==> config.mk <==
export PLATFORM = sky130hd
export DESIGN_NAME = enc_adder
export DESIGN_NICKNAME = d
export VERILOG_FILES = /design/src/rtl/enc_pkg.sv /design/src/rtl/enc_negate.sv /design/src/rtl/enc_add_core.sv /design/src/rtl/enc_zero_detect.sv /design/src/rtl/enc_out_stage.sv /design/src/rtl/enc_adder.sv
export SDC_FILE = /design/constraint.sdc
export NUM_CORES = 1
export LEC_CHECK = 0
export ABC_AREA = 1
export ABC_CLOCK_PERIOD_IN_PS = 1000
export BUFFER_PORTS_ARGS = -buffer_cell sky130_fd_sc_hd__buf_4
export CAP_MARGIN = 20
export CORE_UTILIZATION = 56
export DETAILED_ROUTE_END_ITERATION = 7
export PLACE_DENSITY = 0.8
export RECOVER_POWER = 25
export SLEW_MARGIN = 40
export SYNTH_ARGS = -nofsm -noshare
export SYNTH_HDL_FRONTEND = slang
export SYNTH_SLANG_ARGS = --single-unit
==> constraint.sdc <==
create_clock -name clk_i -period 1 [get_ports clk_i]
set_input_delay 0.2 -clock clk_i [delete_from_list [all_inputs] [get_ports clk_i]]
set_output_delay 0.2 -clock clk_i [all_outputs]
set_load 0.03 [all_outputs]
==> src/rtl/enc_pkg.sv <==
package enc_pkg;
  typedef enum logic [1:0] {
    ENC_TWOS = 2'b00,
    ENC_ONES = 2'b01,
    ENC_SMAG = 2'b10,
    ENC_RSVD = 2'b11
  } enc_e;
endpackage

==> src/rtl/enc_negate.sv <==
module enc_negate
  import enc_pkg::*;
#(
  parameter int W = 4
) (
  input  logic [W-1:0] b_i,
  input  enc_e         enc_i,
  input  logic         sub_i,
  output logic [W-1:0] b_o,
  output logic         min_neg_o
);
  localparam logic [W-1:0] MinVal = {1'b1, {(W-1){1'b0}}};

  always_comb begin
    b_o       = b_i;
    min_neg_o = 1'b0;
    if (sub_i) begin
      unique case (enc_i)
        ENC_ONES: b_o = ~b_i;
        ENC_SMAG: b_o = {~b_i[W-1], b_i[W-2:0]};
        default: begin
          b_o       = ~b_i + W'(1);
          min_neg_o = (b_i == MinVal);
        end
      endcase
    end
  end
endmodule

==> src/rtl/enc_add_core.sv <==
module enc_add_core
  import enc_pkg::*;
#(
  parameter int W = 4
) (
  input  logic [W-1:0] a_i,
  input  logic [W-1:0] b_i,
  input  enc_e         enc_i,
  input  logic         min_neg_i,
  output logic [W-1:0] sum_o,
  output logic         ovf_o
);
  localparam int M = W - 1;

  logic [W:0]   raw;
  logic [M:0]   low;
  logic         c_in, c_out;
  logic [W-1:0] ones_sum;
  logic         ones_ovf, twos_ovf;
  logic [M-1:0] ma, mb, mdiff;
  logic [M:0]   msum;
  logic         a_ge;
  logic [W-1:0] sm_sum;
  logic         sm_ovf;

  assign raw   = {1'b0, a_i} + {1'b0, b_i};
  assign low   = {1'b0, a_i[M-1:0]} + {1'b0, b_i[M-1:0]};
  assign c_in  = low[M];
  assign c_out = raw[W];
  // negating the most negative value flips the meaning of the carry test
  assign twos_ovf = (c_in ^ c_out) ^ min_neg_i;

  // end-around carry; cannot carry a second time
  assign ones_sum = raw[W-1:0] + W'(raw[W]);
  assign ones_ovf = (a_i[M] == b_i[M]) && (ones_sum[M] != a_i[M]);

  assign ma    = a_i[M-1:0];
  assign mb    = b_i[M-1:0];
  assign msum  = {1'b0, ma} + {1'b0, mb};
  assign a_ge  = (ma >= mb);
  assign mdiff = a_ge ? (ma - mb) : (mb - ma);

  always_comb begin
    if (a_i[M] == b_i[M]) begin
      sm_sum = {a_i[M], msum[M-1:0]};
      sm_ovf = msum[M];
    end else begin
      sm_sum = {(a_ge ? a_i[M] : b_i[M]), mdiff};
      sm_ovf = 1'b0;
    end
  end

  always_comb begin
    unique case (enc_i)
      ENC_ONES: begin sum_o = ones_sum;    ovf_o = ones_ovf; end
      ENC_SMAG: begin sum_o = sm_sum;      ovf_o = sm_ovf;   end
      default:  begin sum_o = raw[W-1:0];  ovf_o = twos_ovf; end
    endcase
  end
endmodule

==> src/rtl/enc_zero_detect.sv <==
module enc_zero_detect
  import enc_pkg::*;
#(
  parameter int W = 4
) (
  input  logic [W-1:0] sum_i,
  input  enc_e         enc_i,
  output logic         zero_o
);
  always_comb begin
    unique case (enc_i)
      ENC_ONES: zero_o = (sum_i == '0) || (sum_i == '1);
      ENC_SMAG: zero_o = (sum_i[W-2:0] == '0);
      default:  zero_o = (sum_i == '0);
    endcase
  end
endmodule

==> src/rtl/enc_out_stage.sv <==
module enc_out_stage #(
  parameter int W   = 4,
  parameter bit REG = 1'b1
) (
  input  logic         clk_i,
  input  logic         rst_ni,
  input  logic [W-1:0] sum_i,
  input  logic         ovf_i,
  input  logic         zero_i,
  output logic [W-1:0] sum_o,
  output logic         ovf_o,
  output logic         zero_o
);
  if (REG) begin : g_reg
    always_ff @(posedge clk_i or negedge rst_ni) begin
      if (!rst_ni) begin
        sum_o  <= '0;
        ovf_o  <= 1'b0;
        zero_o <= 1'b0;
      end else begin
        sum_o  <= sum_i;
        ovf_o  <= ovf_i;
        zero_o <= zero_i;
      end
    end
  end else begin : g_comb
    assign sum_o  = sum_i;
    assign ovf_o  = ovf_i;
    assign zero_o = zero_i;
  end
endmodule

==> src/rtl/enc_adder.sv <==
module enc_adder
  import enc_pkg::*;
#(
  parameter int W       = 4,
  parameter bit REG_OUT = 1'b1
) (
  input  logic         clk_i,
  input  logic         rst_ni,
  input  logic [W-1:0] a_i,
  input  logic [W-1:0] b_i,
  input  logic [1:0]   enc_i,
  input  logic         sub_i,
  output logic [W-1:0] sum_o,
  output logic         ovf_o,
  output logic         zero_o
);
  enc_e         enc_sel;
  logic [W-1:0] b_eff, sum_c;
  logic         min_neg, ovf_c, zero_c;

  assign enc_sel = enc_e'(enc_i);

  enc_negate #(.W(W)) u_neg (
    .b_i(b_i), .enc_i(enc_sel), .sub_i(sub_i), .b_o(b_eff), .min_neg_o(min_neg)
  );

  enc_add_core #(.W(W)) u_core (
    .a_i(a_i), .b_i(b_eff), .enc_i(enc_sel), .min_neg_i(min_neg),
    .sum_o(sum_c), .ovf_o(ovf_c)
  );

  enc_zero_detect #(.W(W)) u_zero (
    .sum_i(sum_c), .enc_i(enc_sel), .zero_o(zero_c)
  );

  enc_out_stage #(.W(W), .REG(REG_OUT)) u_out (
    .clk_i(clk_i), .rst_ni(rst_ni), .sum_i(sum_c), .ovf_i(ovf_c), .zero_i(zero_c),
    .sum_o(sum_o), .ovf_o(ovf_o), .zero_o(zero_o)
  );
endmodule

==> results of run 1 <==
[metal layers]
metal / overflow / global-route usage
met5: 0 / 0
met4: 5 / 0.776
met3: 0 / 0.447
met2: 8 / 0.876
met1: 0 / 0.502
[per-stage QoR]
| step | setup TNS, ns | instance area [um2] | worst slack [ns] | cells | utilization |
|---|---|---|---|---|---|
| after detailed placement | -11.53 | 1520 | -2.11 | 239 | 0.853 |
| after floorplan | -10.40 | 1140 | -1.96 | 166 | - |
| after global placement | -10.88 | 1520 | -2.03 | 239 | 0.853 |
| after CTS | -9.45 | 1690 | -1.71 | 250 | 0.946 |
[repair_timing]
| item | in CTS |
|---|---|
| buffers inserted | 9 |
| resized for setup | 23 |
| pin swaps | 18 |
| endpoints found under the hold margin | 6 |
| hold buffers | 1 |
| setup endpoints to repair | 6 |
[cell families after synthesis]
kind of cell    share of synthesized area
buf+inv                             0.151
fa+ha+maj                           0.260
flops                               0.137
xor+xnor                           0.0388
compound gates                      0.105
simple gates                        0.308
==> key figures, run 1 <==
Outcome
  – Status: aborted with a tool error
  – Halt Stage: global routing (5_1_grt)
  – Stop err: [ERROR GRT-0116] Global routing finished with congestion. Check the congestion regions in the DRC Viewer.

Placed design
  – GPL Wtd Cong: 0.875
  – Port Buffers: 18
  – Detailed Place HPWL: 2500 um

GRT
  – Vias in the first global route: 1,863
  – Largest net degree at the start of global routing: 7
  – GRT Util Overall: 0.621
  – First-pass GRT wire length: 8980 um
  – Grt total ovfl: 13

Yosys
  – Cell count after synthesis: 166
  – Post-synthesis register bit count: 6
  – Top-count cell post-synth: nand2_1
  – Area contributors post-synth: ha_1 21%, nand2_1 15%, dfrtp_1 14%, inv_1 11%, fa_1 5.5%
  – Post-synth top cells: 45 x nand2_1, 33 x inv_1, 18 x ha_1
  – Post-synth top area cell: ha_1
  – Number of synthesized flops with an enable pin: 0
  – Synth warn: 0
  – Ys flop type: dfrtp_1
  – Sequential area share after synthesis: 0.137
  – Fraction of registers with async set/reset: 1.00
  – Synthesized area: 0.00110 mm2
  – Number of distinct library cells after synthesis: 26
  – Syn_area_per_cell: 6.60 um2
  – Synth Net Count: 200
  – Area share of the largest cell type after synthesis: 0.205

Floorplanning
  – Die extent in y: 46.2 um
  – Die Wd: 46.2 um
  – I/O pin cnt: 19
  – Cell Rows: 15
  – Initial Utilization: 0.615

Clocking
  – Largest buffer count on any clock path: 2
  – CTS Sinks: 6
  – Num CTS Buffers: 3
  – H-tree levels: 1
  – Root Driver: clkbuf_4
==> inputs of run 2 (changes only) <==
--- a/config.mk
+++ b/config.mk
@@ -9,9 +9,10 @@
 export ABC_CLOCK_PERIOD_IN_PS = 1000
 export BUFFER_PORTS_ARGS = -buffer_cell sky130_fd_sc_hd__buf_4
 export CAP_MARGIN = 20
-export CORE_UTILIZATION = 56
+export CORE_AREA = 2 2 63 65
 export DETAILED_ROUTE_END_ITERATION = 7
-export PLACE_DENSITY = 0.8
+export DIE_AREA = 0 0 65 67
+export PLACE_DENSITY_LB_ADDON = 0.15
 export RECOVER_POWER = 25
 export SLEW_MARGIN = 40
 export SYNTH_ARGS = -nofsm -noshare
==> key figures, run 2 <==
STA
  – Setup_tns: -9.40 ns
  – Setup Viol. Count Final: 6
  – Worst-Margin Slew: 0.308 ns
  – Slew headroom: 0.794
  – Slew Limit Fails: 0
  – Final hold vios: 0
  – RSZ-0062 raised after global routing: yes
  – Tcrit/Tclk final: 2.71
  – Final worst setup slack: -1.71 ns
  – Max frequency: 369 MHz
  – Min Tclk post-route: 2.71 ns

Layout
  – Share of cells above drive strength 1: 0.512
  – Fin util: 0.545
  – Finished Layout Cells: 290
  – Most frequent cells in the layout: 67 x buf_4, 41 x nand2_1, 23 x inv_1
  – Number of fill cells: 352
  – Most flop-heavy register: u_out.sum_o
  – Commonest non-fill, non-tap cell in the layout: buf_4
  – Multi-input gate area: 942 um2
  – Final instance area: 0.00196 mm2
  – ANT cells: 0
  – Sequential cell area: 150 um2
  – Max reg flops: 4
  – Post-layout net count: 278
  – Area grow syn2layout: 79.2%
  – Biggest regs: u_out.sum_o (4), u_out.ovf_o (1), u_out.zero_o (1)

Placed design
  – DP Cell Count: 276
  – GPL Wtd Cong: 0.859
  – Port Buffers: 18
  – Placed Area: 0.00167 mm2
  – Detailed Place HPWL: 2420 um

Clocking
  – Clock slew at reported path FFs: 0.04 ns
  – Largest buffer count on any clock path: 2
  – Num CTS Buffers: 3
  – CTS tree: yes
  – CTS Sinks: 6
  – Root Driver: clkbuf_8
  – H-tree levels: 1

Setup path
  – Cell family with the largest share of critical-path delay: adder cells
  – Worst Path Max Fanout: 4
  – Crit path DAT: 2.83 ns
  – WP data required: 1.11 ns
  – Delay of the slowest critical-path stage: 0.36 ns
  – Worst Setup End Kind: register
  – Setup CP Type: in -> reg
  – Crit path depth: 25
  – Worst path bufs/invs: 6
  – Worst path slowest cell: fa_2
  – CP Launch Type: primary input

Yosys
  – Fraction of registers with async set/reset: 1.00
  – Number of synthesized flops with an enable pin: 0
  – Synth warn: 0
  – Synth Net Count: 200
  – Area share of the largest cell type after synthesis: 0.205
  – Ys flop type: dfrtp_1
  – Top-count cell post-synth: nand2_1
  – Post-synth top area cell: ha_1
  – Area contributors post-synth: ha_1 21%, nand2_1 15%, dfrtp_1 14%, inv_1 11%, fa_1 5.5%
  – Post-synth top cells: 45 x nand2_1, 33 x inv_1, 18 x ha_1
  – Sequential area share after synthesis: 0.137
  – Cell count after synthesis: 166
  – Post-synthesis register bit count: 6
  – Number of distinct library cells after synthesis: 26
  – Syn_area_per_cell: 6.60 um2
  – Synthesized area: 0.00110 mm2

Floorplanning
  – Core Region: 0.00361 mm2
  – Die area: 0.00436 mm2
  – Cell Rows: 22
  – I/O pin cnt: 19
  – Initial Utilization: 0.304
  – Die Wd: 65 um
  – Die extent in y: 67 um

Routing
  – Drt wl/cell: 10.3 um
  – DRC errors left: 0
  – Antenna-violating nets left: 0
  – Final wirelength: 2980 um
  – DR pass1 iterations: 4
  – Routed vias/inst: 4.23
  – Initial drt markers: 29
  – Via count: 1,227

GRT
  – Vias in the first global route: 1,254
  – Largest net degree at the start of global routing: 7
  – Grt met1 use: 0.170
  – Grt total ovfl: 0
  – GR Layer Usage met3: 0.0220
  – Grt peak-use layer: met2
  – GRT Util Overall: 0.149
  – First-pass GRT wire length: 5110 um
  – Grt met2 use: 0.296
  – Initial antenna violation count: 0

Power and ir drop
  – PwrDens: 1160 mW/mm2
  – Leak pwr: 1.05 nW
  – Peak supply drop: 400 uV
  – Overall power: 0.00228 W

Outcome
  – Status: finished with violations
  – Failing checks: negative setup slack

Flow run
  – Max cap viols: 0

Worst hold path
  – Hold Crit Class: in -> async
run 2: cell counts after synthesis:
Identical to the previous run, type by type.
run 2: where the power goes:
| part | switching [W] | leakage (nW) | internal (W) | total, W |
|---|---|---|---|---|
| Combinational | 0.000814 | 0.954 | 0.000801 | 0.00161 |
| Clock | 0.0000982 | 0.0216 | 0.000258 | 0.000356 |
| Sequential | 0.0000143 | 0.0748 | 0.000297 | 0.000311 |
run 2: kinds of logic after synthesis:
logic type,Yosys count,synth area share
DFF,6,0.137
AOI/OAI and AO/OA,18,0.105
buffers and inverters,39,0.151
xor gates and xnor gates,4,0.0388
and+or+nand+nor,78,0.308
adders and majority gates,21,0.260
run 2: cell type report:
| cell class | instances | share of cell area |
|---|---|---|
| inverter | 37 | 0.0860 |
| timing repair buffer | 75 | 0.306 |
| sequential | 6 | 0.0764 |
| tap | 48 | 0.0306 |
| clock buffer | 3 | 0.0210 |
| multi-input combinational | 121 | 0.480 |
run 2: timing repair:
item / in CTS / in global routing
gates resized for setup: 24 / 22
pin swaps: 17 / 11
hold buffers: 1 / 0
setup buffers: 5 / 5
endpoints found under the setup margin: 6 / 6
endpoints found under the hold margin: 6 / 0
run 2: through the flow:
step,hold WS [ns],setup slack (ns)
final,0.377,-1.71
after global routing,0.422,-1.89
after CTS,0.324,-1.70
after detailed placement,0.0111,-2.15
after global placement,0.00706,-2.04
after floorplan,-0.0956,-1.96
run 2: layer usage:
| layer | vias up | part of all wire |
|---|---|---|
| met3 | 3 | 0.030 |
| met1 | 545 | 0.42 |
| li1 | 656 | - |
| met4 | 0 | 0.0027 |
| met5 | - | 0 |
| met2 | 23 | 0.55 |
run 2: worst paths after layout:
kind / from / slack, ns / to
max in group asynchronous: rst_ni / 0.39 / u_out.sum_o[1]$_DFF_PN0_
min: rst_ni / 0.38 / u_out.sum_o[2]$_DFF_PN0_
min in group clk_i: b_i[3] / 0.45 / u_out.ovf_o$_DFF_PN0_
max: enc_i[1] / -1.71 / u_out.zero_o$_DFF_PN0_
Power figures use the tool's default switching activity.
==> inputs of run 3 (changes only) <==
--- a/config.mk
+++ b/config.mk
@@ -12,7 +12,7 @@
 export CORE_AREA = 2 2 63 65
 export DETAILED_ROUTE_END_ITERATION = 7
 export DIE_AREA = 0 0 65 67
-export PLACE_DENSITY_LB_ADDON = 0.15
+export PLACE_DENSITY = 0.5
 export RECOVER_POWER = 25
 export SLEW_MARGIN = 40
 export SYNTH_ARGS = -nofsm -noshare
==> key figures, run 3 (synthesis gave the netlist of run 2 again) <==
Outcome
  – Status: finished with violations
  – Failing checks: negative setup slack

STA
  – Slew headroom: 0.799
  – Setup Viol. Count Final: 6
  – Worst-Margin Slew: 0.301 ns
  – Hold slack: 0.379 ns
  – Final worst setup slack: -1.74 ns
  – RSZ-0062 raised after global routing: yes
  – Min Tclk post-route: 2.74 ns
  – Max frequency: 365 MHz
  – Final hold vios: 0
  – Tcrit/Tclk final: 2.74
  – Slew Limit Fails: 0

Setup path
  – WP data required: 1.15 ns
  – Worst path bufs/invs: 8
  – Setup CP Type: in -> reg
  – Crit path DAT: 2.89 ns
  – CP Launch Type: primary input
  – Worst path slowest cell: fa_2
  – Worst Setup End Kind: register
  – Crit path to: u_out.zero_o$_DFF_PN0_
  – Delay of the slowest critical-path stage: 0.37 ns
  – CP Launch Point: enc_i[0]
  – Crit path depth: 27
  – Cell family with the largest share of critical-path delay: simple AND/OR/NAND/NOR gates
  – Worst Path Max Fanout: 4

Layout
  – Biggest regs: u_out.sum_o (4), u_out.ovf_o (1), u_out.zero_o (1)
  – ANT cells: 0
  – Number of fill cells: 364
  – Commonest non-fill, non-tap cell in the layout: buf_4
  – Share of cells above drive strength 1: 0.504
  – Area grow syn2layout: 74.3%
  – Most frequent cells in the layout: 72 x buf_4, 40 x nand2_1, 24 x inv_1
  – Sequential cell area: 150 um2
  – Final instance area: 0.00191 mm2
  – Max reg flops: 4
  – Multi-input gate area: 906 um2
  – Post-layout net count: 280
  – Fin util: 0.530
  – Most flop-heavy register: u_out.sum_o

GRT
  – Grt peak-use layer: met2
  – Vias in the first global route: 1,245
  – First-pass GRT wire length: 5000 um
  – Largest net degree at the start of global routing: 7
  – Grt total ovfl: 0
  – GRT Util Overall: 0.147
  – Grt met1 use: 0.163
  – Grt met2 use: 0.304
  – Initial antenna violation count: 0
  – GR Layer Usage met3: 0.0152

Floorplanning
  – Die extent in y: 67 um
  – Cell Rows: 22
  – Die Wd: 65 um
  – I/O pin cnt: 19
  – Core Region: 0.00361 mm2
  – Die area: 0.00436 mm2
  – Initial Utilization: 0.304

Routing
  – Initial drt markers: 18
  – DRC errors left: 0
  – Antenna-violating nets left: 0
  – Routed vias/inst: 4.21
  – Final wirelength: 2910 um
  – DR pass1 iterations: 4
  – Via count: 1,229
  – Drt wl/cell: 9.97 um

Power and ir drop
  – PwrDens: 1130 mW/mm2
  – Peak supply drop: 479 uV
  – Leak pwr: 1.04 nW

Clocking
  – Root Driver: clkbuf_8
  – H-tree levels: 1
  – CTS tree: yes
  – Clock slew at reported path FFs: 0.04 ns
  – Largest buffer count on any clock path: 2
  – CTS Sinks: 6
  – Num CTS Buffers: 3

Flow run
  – Max cap viols: 0

Placed design
  – Placed Area: 0.00162 mm2
  – Detailed Place HPWL: 2410 um
  – GPL Wtd Cong: 0.803
  – Port Buffers: 18

Worst hold path
  – Hold Crit Class: in -> async
[run 3: worst min path at each step]
stage | to | depth (start not counted) | slack (ns) | start
detailed placement | u_out.sum_o[0]$_DFF_PN0_ | 1 | 0.01 | rst_ni
floorplan | u_out.ovf_o$_DFF_PN0_ | 0 | -0.1 | rst_ni
global placement | u_out.zero_o$_DFF_PN0_ | 1 | 0.007 | rst_ni
finish | u_out.sum_o[2]$_DFF_PN0_ | 2 | 0.38 | rst_ni
CTS | u_out.sum_o[2]$_DFF_PN0_ | 2 | 0.33 | rst_ni
global route | u_out.sum_o[2]$_DFF_PN0_ | 2 | 0.42 | rst_ni
[run 3: where the power goes]
| part | switching, W | internal, W | total (W) |
|---|---|---|---|
| clock | 0.0000896 | 0.000257 | 0.000347 |
| sequential | 0.0000129 | 0.000297 | 0.000310 |
| combinational | 0.000770 | 0.000730 | 0.00150 |
| total | 0.000872 | 0.00128 | 0.00216 |
[run 3: repair_timing]
action,CTS,global route
endpoints found under the setup margin,6,6
hold buffers,1,0
hold endpoints to repair,6,0
cloned,0,0
buffers inserted,11,6
gates resized for setup,21,13
pin swaps,19,14
[run 3: routing by layer]
metal,part of all wire,up-vias
met5,0,-
met4,0.0052,0
met3,0.018,2
met2,0.55,18
met1,0.43,552
li1,-,657
[run 3: cell type report]
cell class	instances	area share
Multi-Input combinational cell	121	0.474
Inverter	37	0.0819
Clock buffer	3	0.0216
Sequential cell	6	0.0786
Timing Repair Buffer	77	0.312
Tap cell	48	0.0314
[run 3: per-stage QoR]
stage	cells	worst slack [ns]	power, W	TNS [ns]
after global placement	271	-2.31	0.00156	-12.27
after floorplan	166	-1.96	0.00108	-10.40
final	292	-1.74	0.00216	-9.17
after detailed placement	271	-2.30	0.00158	-12.28
after global routing	292	-1.97	0.00234	-10.30
after CTS	286	-1.70	0.00210	-9.18
==> inputs of run 4 (changes only) <==
--- a/config.mk
+++ b/config.mk
@@ -10,6 +10,7 @@
 export BUFFER_PORTS_ARGS = -buffer_cell sky130_fd_sc_hd__buf_4
 export CAP_MARGIN = 20
 export CORE_AREA = 2 2 63 65
+export CTS_BUF_LIST = sky130_fd_sc_hd__clkbuf_2
 export DETAILED_ROUTE_END_ITERATION = 7
 export DIE_AREA = 0 0 65 67
 export PLACE_DENSITY = 0.5
==> key figures, run 4 (synthesis gave the netlist of run 2 again) <==
STA
  – Max frequency: 361 MHz
  – Worst-Margin Slew: 0.306 ns
  – RSZ-0062 raised after global routing: yes
  – Final worst setup slack: -1.77 ns
  – Tcrit/Tclk final: 2.77
  – Setup Viol. Count Final: 6
  – Setup_tns: -9.41 ns
  – Final hold vios: 0
  – Slew Limit Fails: 0
  – Slew headroom: 0.796
  – Hold slack: 0.374 ns
  – Min Tclk post-route: 2.77 ns

Layout
  – Biggest regs: u_out.sum_o (4), u_out.ovf_o (1), u_out.zero_o (1)
  – Max reg flops: 4
  – Area grow syn2layout: 72.7%
  – Most flop-heavy register: u_out.sum_o
  – Most frequent cells in the layout: 72 x buf_4, 41 x nand2_1, 24 x inv_1
  – Post-layout net count: 280
  – Commonest non-fill, non-tap cell in the layout: buf_4
  – Finished Layout Cells: 292
  – ANT cells: 0
  – Share of cells above drive strength 1: 0.504
  – Number of fill cells: 367

Routing
  – DR pass1 iterations: 4
  – DRC errors left: 0
  – Routed vias/inst: 4.22
  – Via count: 1,233
  – Final wirelength: 2960 um
  – Drt wl/cell: 10.1 um
  – Initial drt markers: 17
  – Antenna-violating nets left: 0

Floorplanning
  – I/O pin cnt: 19
  – Initial Utilization: 0.304
  – Core Region: 0.00361 mm2
  – Cell Rows: 22
  – Die Wd: 65 um
  – Die area: 0.00436 mm2
  – Die extent in y: 67 um

Setup path
  – Setup CP Type: in -> reg
  – Delay of the slowest critical-path stage: 0.37 ns
  – Cell family with the largest share of critical-path delay: simple AND/OR/NAND/NOR gates
  – CP Launch Type: primary input
  – Crit path depth: 27
  – Worst path bufs/invs: 8
  – Worst Path Max Fanout: 4
  – Worst path slowest cell: fa_2
  – Worst Setup End Kind: register
  – Crit path DAT: 2.91 ns
  – WP data required: 1.14 ns

Clocking
  – CTS Sinks: 6
  – Root Driver: clkbuf_2
  – Largest buffer count on any clock path: 2
  – Num CTS Buffers: 3
  – H-tree levels: 1
  – CTS tree: yes
  – Clock slew at reported path FFs: 0.06 ns

GRT
  – First-pass GRT wire length: 5020 um
  – Vias in the first global route: 1,247
  – Grt total ovfl: 0
  – Largest net degree at the start of global routing: 7
  – GRT Util Overall: 0.148
  – Initial antenna violation count: 0

Power and ir drop
  – Flop pwr share: 0.155
  – Leak pwr: 1.03 nW
  – Total net switching power: 0.000871 W
  – Clock power share: 0.081
  – Int Pwr: 0.00112 W
  – PwrDens: 1050 mW/mm2
  – Peak supply drop: 343 uV
  – Switching Fraction: 0.438
  – Share of total power in combinational logic: 0.764

Outcome
  – Failing checks: negative setup slack
  – Status: finished with violations

Worst hold path
  – Hold Crit Class: in -> async

Placed design
  – Port Buffers: 18
  – Detailed Place HPWL: 2410 um
  – DP Cell Count: 271
  – Worst slack, placed: -2.30 ns
  – GPL Wtd Cong: 0.803

Flow run
  – Max cap viols: 0
-- run 4: metal layers --
metal	vias up	wire length, um	GRT usage
met3	2	58	0.0152
li1	657	-	-
met5	-	0	0
met4	0	15	0.0239
met2	19	1630	0.305
met1	555	1250	0.163
-- run 4: power groups by stage --
| stage | sequential (W) | combinational, W | clock (W) |
|---|---|---|---|
| 6_report | 0.000308 | 0.00152 | 0.000161 |
| 5_1_grt | 0.000313 | 0.00169 | 0.000186 |
| 4_1_cts | 0.000309 | 0.00142 | 0.000165 |
| 3_5_place_dp | 0.000313 | 0.00126 | 0 |
| 3_3_place_gp | 0.000312 | 0.00125 | 0 |
| 2_1_floorplan | 0.000425 | 0.000654 | 0 |
-- run 4: repair_timing --
item                                    in CTS  in global routing
endpoints found under the setup margin       6                  6
buffers inserted                            10                  7
hold buffers                                 1                  0
endpoints found under the hold margin        6                  0
pin swaps                                   18                 19
gates resized for setup                     21                 14
-- run 4: through the flow --
stage | area [um2] | total power, W | utilization
after floorplan | 1140 | 0.00108 | -
after global placement | 1620 | 0.00156 | 0.448
after detailed placement | 1620 | 0.00158 | 0.448
after CTS | 1790 | 0.00190 | 0.498
after global routing | 1890 | 0.00219 | 0.525
final | 1890 | 0.00199 | 0.525
-- run 4: worst paths after layout --
path,start,end
setup / recovery,enc_i[0],u_out.zero_o$_DFF_PN0_
hold / removal,rst_ni,u_out.sum_o[2]$_DFF_PN0_
max in group asynchronous,rst_ni,u_out.sum_o[0]$_DFF_PN0_
min in group clk_i,b_i[3],u_out.ovf_o$_DFF_PN0_
-- run 4: cell type report --
cell class	count	area [um2]	share of cell area
multi-input cells	121	916	0.484
clock buffers	3	15.0	0.00793
well taps	48	60.1	0.0317
inverters	37	156	0.0826
repair buffers	77	596	0.315
flip-flops and latches	6	150	0.0793
